[config.mk]
export PLATFORM = sky130hd
export DESIGN_NAME = decode_steer
export DESIGN_NICKNAME = d
export VERILOG_FILES = /design/src/rtl/steer_pkg.sv /design/src/rtl/steer_classify.sv /design/src/rtl/steer_alloc.sv /design/src/rtl/decode_steer.sv
export SDC_FILE = /design/constraint.sdc
export NUM_CORES = 1
export LEC_CHECK = 0
export BUFFER_PORTS_ARGS = -buffer_cell sky130_fd_sc_hd__buf_4
export CORE_ASPECT_RATIO = 0.9
export CORE_MARGIN = 2
export CORE_UTILIZATION = 35
export DETAILED_ROUTE_END_ITERATION = 8
export GPL_ROUTABILITY_DRIVEN = 0
export HOLD_SLACK_MARGIN = 0.08
export PLACE_DENSITY_LB_ADDON = 0.2
export SYNTH_ARGS = -nofsm -noshare
export SYNTH_HDL_FRONTEND = slang
export SYNTH_SLANG_ARGS = --single-unit
[constraint.sdc]
create_clock -name clk -period 2.4 [get_ports clk]
set_input_delay 0.24 -clock clk [delete_from_list [all_inputs] [get_ports clk]]
set_output_delay 0.24 -clock clk [all_outputs]
set_load 0.005 [all_outputs]
[src/rtl/steer_pkg.sv]
// Package steer_pkg
// Shared encodings for the decode steering block: the opcode map codes and
// the per-lane instruction fields that the classifier looks at.
// Assumes the pre-decoder has already resolved the map and split out the ModRM fields.
package steer_pkg;

    localparam logic [1:0] MAP_ONE  = 2'd0;  // one-byte opcodes
    localparam logic [1:0] MAP_0F   = 2'd1;  // 0F escape
    localparam logic [1:0] MAP_0F38 = 2'd2;  // 0F 38 escape
    localparam logic [1:0] MAP_0F3A = 2'd3;  // 0F 3A escape

    // Fields the class match depends on
    typedef struct packed {
        logic [1:0] omap;
        logic [7:0] opc;
        logic [2:0] mreg;
        logic [1:0] mmod;
        logic       vexl;
    } insn_t;

endpackage

[src/rtl/steer_classify.sv]
// Module steer_classify
// Coarse, conservative class match for one lane. It raises may_multi for any
// opcode or opcode group that has at least one multi-uop form, except where
// the mod or vector length field is checked on purpose.
// Assumes a purely combinational use; no clock.
module steer_classify
    import steer_pkg::*;
(
    input  insn_t ins,
    output logic  may_multi
);

    // Per-map opcode pattern match
    always_comb begin
        may_multi = 1'b0;
        unique case (ins.omap)
            MAP_ONE: begin
                may_multi = (ins.opc == 8'h98) || (ins.opc == 8'h99) ||
                            (ins.opc == 8'h14);
            end
            MAP_0F: begin
                may_multi = (ins.opc[7:3] == 5'b11001)               // byte swap
                         || (ins.opc[7:4] == 4'h9)                   // set on condition
                         || (ins.opc[7:4] == 4'h4)                   // move on condition
                         || (ins.opc == 8'hA3) || (ins.opc == 8'hAB)
                         || (ins.opc == 8'hB3) || (ins.opc == 8'hBB)
                         || ((ins.opc == 8'hBA) && ins.mreg[2])      // bit test, immediate
                         || ((ins.opc == 8'h18) && !ins.mreg[2])     // prefetch hints
                         || (ins.opc == 8'hB8);                      // population count
            end
            MAP_0F38: begin
                may_multi = ins.vexl &&
                            (((ins.opc >= 8'h20) && (ins.opc <= 8'h25)) ||
                             ((ins.opc >= 8'h30) && (ins.opc <= 8'h35)));
            end
            MAP_0F3A: begin
                may_multi = (ins.mmod != 2'd3) &&
                            ((ins.opc == 8'h18) || (ins.opc == 8'h21));
            end
            default: may_multi = 1'b0;
        endcase
    end

endmodule

[src/rtl/steer_alloc.sv]
// Module steer_alloc
// In-order slot allocation. Slot 0 takes lane 0 whenever it is valid. Each
// later slot takes its lane only while the chain of valid, simple lanes is unbroken.
// Assumes lane 0 is the oldest instruction; purely combinational.
module steer_alloc #(
    parameter  int LANES = 4,
    localparam int CW    = $clog2(LANES + 1)
) (
    input  logic [LANES-1:0] lane_valid,
    input  logic [LANES-1:0] lane_multi,
    output logic [LANES-1:0] take,
    output logic [LANES-1:0] cplx,
    output logic [CW-1:0]    count
);

    assign take[0] = lane_valid[0];
    assign cplx[0] = lane_valid[0] & lane_multi[0];

    genvar k;
    generate
        for (k = 1; k < LANES; k++) begin : g_chain
            assign take[k] = take[k-1] & lane_valid[k] & ~lane_multi[k];
            assign cplx[k] = 1'b0;
        end
    endgenerate

    // Count of lanes taken this cycle
    always_comb begin
        count = '0;
        for (int i = 0; i < LANES; i++) begin
            count = count + CW'(take[i]);
        end
    end

endmodule

[src/rtl/decode_steer.sv]
// Module decode_steer
// Top of the decode steering block: one class matcher per lane, the in-order
// allocator, and a registered output stage that freezes under stall.
// Assumes the window fields are stable around the rising edge and valid lanes
// are packed from lane 0.
module decode_steer
    import steer_pkg::*;
#(
    parameter  int LANES = 4,
    localparam int CW    = $clog2(LANES + 1)
) (
    input  logic               clk,
    input  logic               rst_n,
    input  logic               stall,
    input  logic [LANES-1:0]   win_valid,
    input  logic [LANES-1:0]   win_pfx66,
    input  logic [LANES-1:0]   win_rexw,
    input  logic [2*LANES-1:0] win_map,
    input  logic [8*LANES-1:0] win_opc,
    input  logic [3*LANES-1:0] win_reg,
    input  logic [2*LANES-1:0] win_mod,
    input  logic [LANES-1:0]   win_vexl,
    output logic [LANES-1:0]   slot_valid,
    output logic [LANES-1:0]   slot_cplx,
    output logic [CW-1:0]      consumed
);

    logic [LANES-1:0] lane_multi;
    logic [LANES-1:0] take_n;
    logic [LANES-1:0] cplx_n;
    logic [CW-1:0]    count_n;

    genvar k;
    generate
        for (k = 0; k < LANES; k++) begin : g_lane
            insn_t ins;
            assign ins = '{omap: win_map[2*k +: 2],
                           opc:  win_opc[8*k +: 8],
                           mreg: win_reg[3*k +: 3],
                           mmod: win_mod[2*k +: 2],
                           vexl: win_vexl[k]};
            steer_classify u_cls (
                .ins       (ins),
                .may_multi (lane_multi[k])
            );

            // R6 (and R7): the prefix and 64-bit flags never make a 98h/99h or byte swap lane simple
            if (k == 0) begin : g_head
                assert_prefix_blind_R6: assert property (@(posedge clk) disable iff (!rst_n)
                    (win_valid[0] && !stall &&
                     (((win_map[1:0] == MAP_ONE) && (win_opc[7:1] == 7'h4C) &&
                       (win_pfx66[0] || win_rexw[0])) ||
                      ((win_map[1:0] == MAP_0F) && (win_opc[7:3] == 5'b11001) && !win_rexw[0])))
                    |=> slot_cplx[0]);
            end else begin : g_tail
                assert_prefix_blind_R6: assert property (@(posedge clk) disable iff (!rst_n)
                    (win_valid[k] && !stall &&
                     (((win_map[2*k +: 2] == MAP_ONE) && (win_opc[8*k+1 +: 7] == 7'h4C) &&
                       (win_pfx66[k] || win_rexw[k])) ||
                      ((win_map[2*k +: 2] == MAP_0F) && (win_opc[8*k+3 +: 5] == 5'b11001) &&
                       !win_rexw[k])))
                    |=> !slot_valid[k]);
            end
        end
    endgenerate

    steer_alloc #(.LANES(LANES)) u_alloc (
        .lane_valid (win_valid),
        .lane_multi (lane_multi),
        .take       (take_n),
        .cplx       (cplx_n),
        .count      (count_n)
    );

    // Output register: load the new group, or hold it and report nothing consumed under stall
    always_ff @(posedge clk) begin
        if (!rst_n) begin
            slot_valid <= '0;
            slot_cplx  <= '0;
            consumed   <= '0;
        end else if (stall) begin
            consumed   <= '0;
        end else begin
            slot_valid <= take_n;
            slot_cplx  <= cplx_n;
            consumed   <= count_n;
        end
    end

    // the granted slots always form an unbroken run from slot 0
    assert_slot_run_R3: assert property (@(posedge clk) disable iff (!rst_n)
        ((slot_valid & (slot_valid + {{(LANES-1){1'b0}}, 1'b1})) == '0));

    // only the complex decoder slot may carry the complex flag, and only when granted
    assert_cplx_head_R2: assert property (@(posedge clk) disable iff (!rst_n)
        (slot_cplx[LANES-1:1] == '0) && (!slot_cplx[0] || slot_valid[0]));

    // a valid oldest lane is always granted slot 0 on an unstalled edge
    assert_head_taken_R2: assert property (@(posedge clk) disable iff (!rst_n)
        (win_valid[0] && !stall) |=> slot_valid[0]);

    // a stalled edge leaves the grant unchanged and consumes nothing
    assert_stall_hold_R5: assert property (@(posedge clk) disable iff (!rst_n)
        $past(stall) |-> ($stable(slot_valid) && $stable(slot_cplx) && (consumed == '0)));

    // the consumed count agrees with the granted slots after an unstalled edge
    assert_count_match_R14: assert property (@(posedge clk) disable iff (!rst_n)
        !$past(stall) |-> (consumed == CW'($countones(slot_valid))));

endmodule

==> out/metrics.yaml, run 1 <==
job:
  drv_cap: 0
critical_path:
  required_ns: 2.54
  critPathSlowestCell: "or4b_1"
  worst_path_largest_cell_delay_ns: 0.53
  start_kind: "input pin"
  worst_path_most_repeated_cell: "inv_2"
  r2r_start: "slot_valid[3]$_SDFFE_PN0N_"
  end_kind: "flop"
  cp-startpoint: "win_opc[11]"
  worstPathCellList: "buf_4 -> or4b_1 -> a21oi_2 -> o221ai_1 -> and3_1 -> or2_4 -> ha_4 -> inv_2 -> fa_2 -> inv_2 -> ha_4 -> inv_2 -> nor2_1"
  crit_type: "input pin to flop"
  arrival_ns: 2.55
  crit_fanout: 3
synth:
  synthCells: 157
  synth_warnings: 0
  syn_area_um2: 1130
  synthFlopType: "dfxtp_1"
  synth-async-reset-ratio_pct: 0
  synth_edf_count: 0
  yosys.area.top_type: "dfxtp_1"
  postSynthAreaPerCell_um2: 7.21
  synthDistinctLibCells: 52
  synth_seq_cells: 8
  ys_seq_area_share_pct: 14.1
  ys_top_cells_by_area: "dfxtp_1, nor4b_1, nand2b_1"
  synth_top_area_share_pct: 14.1
clocking:
  clkTransAtPathRegs_ns: 0.06
  postCtsSetupRepairBufs: 0
  cts_root_buf: "clkbuf_4"
  cts.path.max_buffers: 2
  hold_buffers: 0
  clock_latency_ns: 0.25
  h-tree-depth: 1
  cts_tree: "yes"
  cts_sinks: 8
  cts_inserted_buffers: 3
final_layout:
  multi_input_area_um2: 986
  seqCellArea_um2: 160
  antenna_cells: 0
  drive_above_1_share_pct: 43.9
  finalNetCount: 328
  synthToLayoutAreaGrowth_pct: 69.2
  nFillCells: 289
floorplan:
  die_area_um2: 3710
  die_h_um: 58.0
  die_w_um: 64.0
  core-area_um2: 3070
  start_util_pct: 36.9
  ioPinCount: 90
  num_rows: 19
power_and_ir_drop:
  power.density_nw_per_um2: 262
  finalPower_mw: 0.502
  power_leakage_nw: 0.845
  peakVddDrop_uv: 153
detailed_routing:
  wl_per_cell_um: 12.1
  drc: 0
  vias: 1527
  dr.pass1.iters: 4
  ant_nets: 0
  first_iter_violations: 78
  vias_per_cell: 5.34
  totalWireLength_mm: 3.47
global_route:
  grt_pass1_vias: 1335
  antenna_found_initial: 0
  grt_overflow_total: 0
  grt_util_all_layers_pct: 18.1
  grt_max_degree: 10
  grt_pass1_wl_mm: 5.46
sta:
  rsz0062_at_grt: "yes"
  maxSlewViolCount: 0
  hold_violations: 0
  post-route-period-util_pct: 100
  finalSetupTns_ns: -0.00625
  min_period_ns: 2.41
  finalSetupViolCount: 1
  setup_ws_ns: -0.00625
  maxClockFrequency_ghz: 0.416
  skew_ns: 0
run_status:
  status: "finished, violations left"
  violations: "setup timing"
placement:
  portBuffers: 70
  place_hpwl_mm: 2.71
min_path:
  hold_start: "rst_n"
  hp-class: "input pin to flop"
[where the power goes]
part / total (mW) / switching [mW] / internal [mW]
logic: 0.257 / 0.111 / 0.147
clock network: 0.104 / 0.0469 / 0.0573
registers: 0.141 / 0.00252 / 0.138
total: 0.502 / 0.160 / 0.342
[cells by family (layout without fill, tap and decap cells)]
group,count (synthesis),after routing,synth area share (%)
adder cells (fa/ha/maj),3,3,3.98
AND/OR/NAND/NOR,80,80,44.3
other,1,3,0.331
AO/OA/AOI/OAI,50,50,31.3
flip-flops,8,8,14.1
buffers and inverters,15,100,5.97
[layout by cell type, fill, tap and decap left out, drive strengths merged, types with 3 or more instances in the layout]
cell type,instances
nor2b,8
nand2,10
nand2b,10
nand3,5
inv,11
nor3,5
o21ai,10
nor3b,3
conb,3
nor4,6
nor4b,9
buf,86
dfxtp,8
a31oi,5
nor2,8
clkbuf,3
a21oi,8
[path summary, 6_finish.rpt]
check | endpoint | slack (ns) | cells after the start
worst max-delay path | consumed[1]$_SDFF_PP0_ | -0.006 | 13
worst min register to register | slot_valid[2]$_SDFFE_PN0N_ | 0.47 | 2
worst max register to register | slot_valid[3]$_SDFFE_PN0N_ | 1.63 | 2
worst min-delay path | slot_valid[0]$_SDFFE_PN0N_ | 0.26 | 2
[area by class of cell]
cell class	count	area share (%)
Tap cell	42	2.74
Sequential cell	8	8.36
Inverter	11	2.16
Timing Repair Buffer	86	34.1
Clock buffer	3	1.18
Multi-Input combinational cell	136	51.5
[Yosys cell counts, types with 2 or more instances]
cell type and number:
o2111ai_1 2, a31o_2 2, a41o_1 2, o21ai_0 7, nand2b_1 10, dfxtp_1 8
and3_1 2, o211ai_1 2, nand3b_1 2, a31oi_1 5, nand3_1 5, a22oi_1 2
nand2_1 10, or4b_1 2, a21oi_1 8, nor3b_1 3, o221ai_1 2, nor2b_1 8
buf_4 3, nor3_1 5, nor4_1 6, ha_1 2, o22ai_1 2, and3b_1 2
nor2_1 8, or4_1 2, inv_1 10, o21ai_1 3, nor4b_1 9
[state kept, by name, summed over array words and instances, names as in the netlist]
signal / count
consumed: 3
slot_cplx: 1
slot_valid: 4
[critical path, delay by kind of cell]
kind | cells | cell delay [ns]
adders and majority gates | 3 | 0.77
AOI/OAI and AO/OA | 2 | 0.26
buffers and inverters | 4 | 0.26
and+or+nand+nor | 4 | 1.01
[layer usage]
metal  GRT usage [%]  share of wire [%]  up-vias
met4            3.73               0.29        0
li1                -                  -      794
met5               0                  0        -
met1            23.6                 47      686
met3            4.85                6.5        2
met2            30.4                 46       45
[stage by stage]
stage	hold slack [ns]	worst slack, ns	instances	utilization, %	cell area (um2)
4_1_cts	0.258	-0.0325	286	61.2	1880
2_1_floorplan	0.368	-0.151	159	-	1160
6_report	0.264	-0.00625	286	62.5	1920
3_5_place_dp	0.466	-0.359	283	59.7	1830
5_1_grt	0.265	-0.0822	286	62.5	1920
3_3_place_gp	0.468	-0.336	283	59.7	1830
[timing repair]
| action | 4_1_cts | 5_1_grt |
|---|---|---|
| resized for setup | 4 | 10 |
| hold endpoints to repair | 0 | 0 |
| setup endpoints to repair | 2 | 2 |
| pin swaps | 2 | 2 |
No activity file was read; power rests on OpenSTA's default activity.
==> inputs of run 2 (changes only) <==
- CORE_MARGIN: 2 -> 1.5
- clock period: 2.4 -> 2.5 ns (I/O delays scaled with it)
==> out/metrics.yaml, run 2 (synthesized netlist as in run 1, its figures left out) <==
final_layout:
  largest-register: "slot_valid"  # unchanged
  largest_reg_flops: 4  # unchanged
  synthToLayoutAreaGrowth_pct: 66.1  # was 69.2%
  final_core_util_pct: 61.3  # was 62.5%
  final_cell_mix: "buf_4, nand2b_1, nand2_1"  # unchanged
  fin_area_um2: 1880  # was 1920 um2
  final_common_cell: "buf_4"  # unchanged
  nFillCells: 277  # was 289
  drive_above_1_share_pct: 41.9  # was 43.9%
  finalNetCount: 325  # was 328
  largestRegisters: "slot_valid (4), consumed (3), slot_cplx (1)"  # unchanged
  antenna_cells: 0  # unchanged
run_status:
  status: "completed"  # was finished, violations left
sta:
  hold_violations: 0  # unchanged
  maxSlewViolCount: 0  # unchanged
  slew_headroom_pct: 67.0
  min_period_ns: 2.45
  maxClockFrequency_ghz: 0.409
  finalSetupViolCount: 0  # was 1
  skew_ns: 0  # unchanged
  worst_slew_pin_slew_ns: 0.489
  post-route-period-util_pct: 97.9
clocking:
  cts_inserted_buffers: 3  # unchanged
  clock_latency_ns: 0.25  # about the same
  clkTransAtPathRegs_ns: 0.06  # about the same
  cts_sinks: 8  # unchanged
  cts_tree: "yes"  # unchanged
  cts.path.max_buffers: 2  # unchanged
  cts_root_buf: "clkbuf_4"  # unchanged
  h-tree-depth: 1  # unchanged
global_route:
  grt_pass1_vias: 1268  # was 1335
  grt_util_all_layers_pct: 17.7  # was 18.1%
  antenna_found_initial: 0  # unchanged
  grt_max_degree: 10  # unchanged
  grt_pass1_wl_mm: 5.33  # was 5.46 mm
  grt_overflow_total: 0  # unchanged
power_and_ir_drop:
  finalPower_mw: 0.477  # was 0.502 mW
  power.density_nw_per_um2: 254  # was 262 nW/um2
  peakVddDrop_uv: 137  # was 153 uV
  power_leakage_nw: 0.829  # was 0.845 nW
critical_path:
  crit_fanout: 4  # was 3
  r2r_start: "slot_valid[3]$_SDFFE_PN0N_"  # unchanged
  start_kind: "input pin"  # unchanged
  crit_type: "input pin to flop"  # unchanged
  cp-startpoint: "win_opc[11]"  # unchanged
  arrival_ns: 2.60  # was 2.55 ns
  end_kind: "flop"  # unchanged
  required_ns: 2.66  # was 2.54 ns
min_path:
  hold_start: "rst_n"  # unchanged
  hp-class: "input pin to flop"  # unchanged
detailed_routing:
  wl_per_cell_um: 12.5  # was 12.1 um
  totalWireLength_mm: 3.52  # was 3.47 mm
  drc: 0  # unchanged
  first_iter_violations: 105  # was 78
  vias: 1569  # was 1527
  vias_per_cell: 5.54  # was 5.34
  ant_nets: 0  # unchanged
  dr.pass1.iters: 4  # unchanged
floorplan:
  die_w_um: 63.0  # was 64.0 um
  core-area_um2: 3070  # unchanged
  start_util_pct: 36.9  # unchanged
  ioPinCount: 90  # unchanged
  num_rows: 19  # unchanged
  die_area_um2: 3590  # was 3710 um2
  die_h_um: 57.0  # was 58.0 um
job:
  drv_cap: 0  # unchanged
placement:
  dpl-instance-area_um2: 1790  # was 1830 um2
  place_hpwl_mm: 2.74  # was 2.71 mm
  portBuffers: 70  # unchanged
run 2: stage by stage:
stage | TNS [ns] | std cells | setup WS (ns) | hold slack (ns)
final | 0 | 283 | 0.0525 | 0.272
after CTS | 0 | 283 | 0.00606 | 0.268
after floorplan | -0.103 | 159 | -0.103 | 0.378
after global routing | -0.00917 | 283 | -0.00917 | 0.282
after global placement | -0.778 | 280 | -0.346 | 0.462
after detailed placement | -0.721 | 280 | -0.339 | 0.461
run 2: critical path: stages:
cell and delay, ns:
buf_4 0.13, or4b_4 0.53, a21oi_2 0.15, o221ai_1 0.13
and3_1 0.21, or2_4 0.25, ha_4 0.27, inv_2 0.03
fa_2 0.32, inv_2 0.07, ha_4 0.18, inv_1 0.04
nor2_1 0.03
run 2: layer usage:
layer / track usage, % / wire length, um / vias to the layer above
met5: 0 / 0 / -
met3: 4.73 / 272 / 4
met4: 2.86 / 31 / 0
li1: - / - / 785
met1: 23.4 / 1550 / 711
met2: 29.6 / 1670 / 69
run 2: repair_timing:
| item | CTS | global route |
|---|---|---|
| setup buffers | 0 | 0 |
| pin swaps | 0 | 2 |
| hold buffers | 0 | 0 |
| resized for setup | 2 | 9 |
| endpoints found under the setup margin | 2 | 2 |
run 2: final cells by class:
class	count	area, um2	area share [%]
Clock buffer	3	22.5	1.20
Sequential cell	8	160	8.52
Tap cell	42	52.6	2.79
Timing Repair Buffer	83	623	33.1
Multi-Input combinational cell	136	981	52.2
Inverter	11	41.3	2.20
run 2: path summary, 6_finish.rpt:
check / slack [ns] / depth (start not counted) / to
max: 0.05 / 13 / consumed[1]$_SDFF_PP0_
min: 0.27 / 2 / slot_valid[0]$_SDFFE_PN0N_
max reg2reg: 1.74 / 2 / slot_valid[3]$_SDFFE_PN0N_
min reg2reg: 0.47 / 2 / slot_cplx[0]$_SDFFE_PN0N_
run 2: where the power goes:
group | leakage, nW | internal [mW] | switching, mW
Sequential | 0.0652 | 0.133 | 0.00197
Clock | 0.0138 | 0.0549 | 0.0439
Combinational | 0.750 | 0.137 | 0.106
Total | 0.829 | 0.325 | 0.152
==> inputs of run 3 (changes only) <==
- SETUP_SLACK_MARGIN: not set -> 0.1
==> out/metrics.yaml, run 3 (synthesized netlist as in run 1, its figures left out) <==
run_status:
  status: "completed"  # unchanged
final_layout:
  final_common_cell: "buf_4"  # unchanged
  nFillCells: 302  # was 277
  largest_reg_flops: 4  # unchanged
  finalNetCount: 327  # was 325
  antenna_cells: 0  # unchanged
  largest-register: "slot_valid"  # unchanged
  layoutNonFillerInstCount: 285  # was 283
  largestRegisters: "slot_valid (4), consumed (3), slot_cplx (1)"  # unchanged
  final_core_util_pct: 61.8  # was 61.3%
  synthToLayoutAreaGrowth_pct: 67.3  # was 66.1%
  drive_above_1_share_pct: 43.6  # was 41.9%
  final_cell_mix: "buf_4, nand2b_1, nand2_1"  # unchanged
detailed_routing:
  ant_nets: 0  # unchanged
  dr.pass1.iters: 4  # unchanged
  vias: 1537  # was 1569
  totalWireLength_mm: 3.39  # was 3.52 mm
  wl_per_cell_um: 11.9  # was 12.5 um
  first_iter_violations: 194  # was 105
  vias_per_cell: 5.39  # was 5.54
  drc: 0  # unchanged
critical_path:
  reg2reg_depth: 2  # unchanged
  r2r_start: "slot_valid[3]$_SDFFE_PN0N_"  # unchanged
  worst_path_largest_cell_delay_ns: 0.56  # was 0.53 ns
  arrival_ns: 2.59  # was 2.60 ns
  cp-endpoint: "consumed[1]$_SDFF_PP0_"  # unchanged
  required_ns: 2.64  # was 2.66 ns
  cp-startpoint: "win_opc[14]"  # was win_opc[11]
  worstPathCellList: "buf_8 -> or4b_4 -> nor4_2 -> nor3_1 -> a22o_1 -> or2_4 -> ha_4 -> inv_2 -> fa_2 -> inv_2 -> ha_4 -> inv_2 -> nor2_1"  # was buf_4 -> or4b_4 -> a21oi_2 -> o221ai_1 -> and3_1 -> or2_4 -> ha_4 -> inv_2 -> fa_2 -> inv_2 -> ha_4 -> inv_1 -> nor2_1
  crit_family: "simple AND/OR/NAND/NOR gates"  # unchanged
  worst_path_most_repeated_cell: "inv_2"
  critPathSlowestCell: "or4b_4"  # unchanged
  timing.rr.end: "slot_valid[3]$_SDFFE_PN0N_"  # unchanged
  start_kind: "input pin"  # unchanged
  crit_type: "input pin to flop"  # unchanged
  end_kind: "flop"  # unchanged
  path_depth: 13  # unchanged
  crit_fanout: 3  # was 4
  r2r_slack_ns: 1.74  # about the same
  critical_path_buf_inv_count: 4  # unchanged
global_route:
  grt_overflow_total: 0  # unchanged
  grt_util_all_layers_pct: 17.3  # was 17.7%
  antenna_found_initial: 0  # unchanged
  grt_pass1_vias: 1288  # was 1268
  grt_pass1_wl_mm: 5.29  # was 5.33 mm
  grt_max_degree: 10  # unchanged
clocking:
  cts_inserted_buffers: 3  # unchanged
  cts.path.max_buffers: 2  # unchanged
  clkTransAtPathRegs_ns: 0.05  # was 0.06 ns
  cts_tree: "yes"  # unchanged
  cts_sinks: 8  # unchanged
  h-tree-depth: 1  # unchanged
  clock_latency_ns: 0.25  # about the same
  cts_root_buf: "clkbuf_4"  # unchanged
placement:
  portBuffers: 70  # unchanged
  place_hpwl_mm: 2.71  # was 2.74 mm
  dp.cells: 280  # unchanged
  place_ws_ns: -0.272  # was -0.339 ns
power_and_ir_drop:
  power_leakage_nw: 0.833  # was 0.829 nW
  power.density_nw_per_um2: 252  # was 254 nW/um2
  finalPower_mw: 0.477  # about the same
  peakVddDrop_uv: 108  # was 137 uV
sta:
  setup_ws_ns: 0.0523  # was 0.0525 ns
  hold_violations: 0  # unchanged
  rsz0062_at_grt: "yes"
  maxSlewViolCount: 0  # unchanged
  maxClockFrequency_ghz: 0.409  # about the same
  finalSetupViolCount: 0  # unchanged
  skew_ns: 0  # unchanged
  post-route-period-util_pct: 97.9  # about the same
  min_period_ns: 2.45  # about the same
  finalHoldWorstSlack_ns: 0.280  # was 0.272 ns
floorplan:
  start_util_pct: 36.9  # unchanged
  die_h_um: 57.0  # unchanged
  core-area_um2: 3070  # unchanged
  num_rows: 19  # unchanged
  die_area_um2: 3590  # unchanged
  ioPinCount: 90  # unchanged
  die_w_um: 63.0  # unchanged
min_path:
  hp-class: "input pin to flop"  # unchanged
job:
  drv_cap: 0  # unchanged
-- run 3: power breakdown --
group	switching [mW]	internal, mW
Clock	0.0438	0.0549
Sequential	0.00225	0.133
Combinational	0.103	0.140
Total	0.149	0.328
-- run 3: worst min-delay path by stage --
stage	startpoint	to	slack (ns)	depth (start not counted)
2_1_floorplan	rst_n	slot_valid[0]$_SDFFE_PN0N_	0.38	1
3_3_place_gp	slot_cplx[0]$_SDFFE_PN0N_	slot_cplx[0]$_SDFFE_PN0N_	0.46	2
3_5_place_dp	slot_valid[2]$_SDFFE_PN0N_	slot_valid[2]$_SDFFE_PN0N_	0.47	2
4_1_cts	rst_n	slot_valid[1]$_SDFFE_PN0N_	0.28	2
5_1_grt	rst_n	slot_valid[1]$_SDFFE_PN0N_	0.29	2
6_report	rst_n	slot_valid[0]$_SDFFE_PN0N_	0.28	2
-- run 3: area by class of cell --
class	count	area, um2	share of cell area [%]
clock buffers	3	22.5	1.19
flip-flops and latches	8	160	8.45
well taps	42	52.6	2.77
multi-input cells	136	968	51.1
inverters	11	41.3	2.18
repair buffers	85	649	34.3
-- run 3: metrics by stage --
stage          instance area, um2  setup TNS, ns
6_report                     1890              0
5_1_grt                      1890        -0.0150
4_1_cts                      1840              0
3_5_place_dp                 1810         -0.600
3_3_place_gp                 1810         -0.557
2_1_floorplan                1160        -0.0613
-- run 3: routing by layer --
layer,track usage [%],up-vias,share of wire [%]
li1,-,790,-
met1,24.2,685,45
met2,28.0,60,48
met3,3.35,2,7.1
met4,3.81,0,0.18
met5,0,-,0
-- run 3: timing repair --
item	in CTS	in global routing
pin swaps	0	3
setup buffers	0	2
setup endpoints to repair	2	3
gates cloned	0	0
hold buffers	0	0
gates resized for setup	1	12
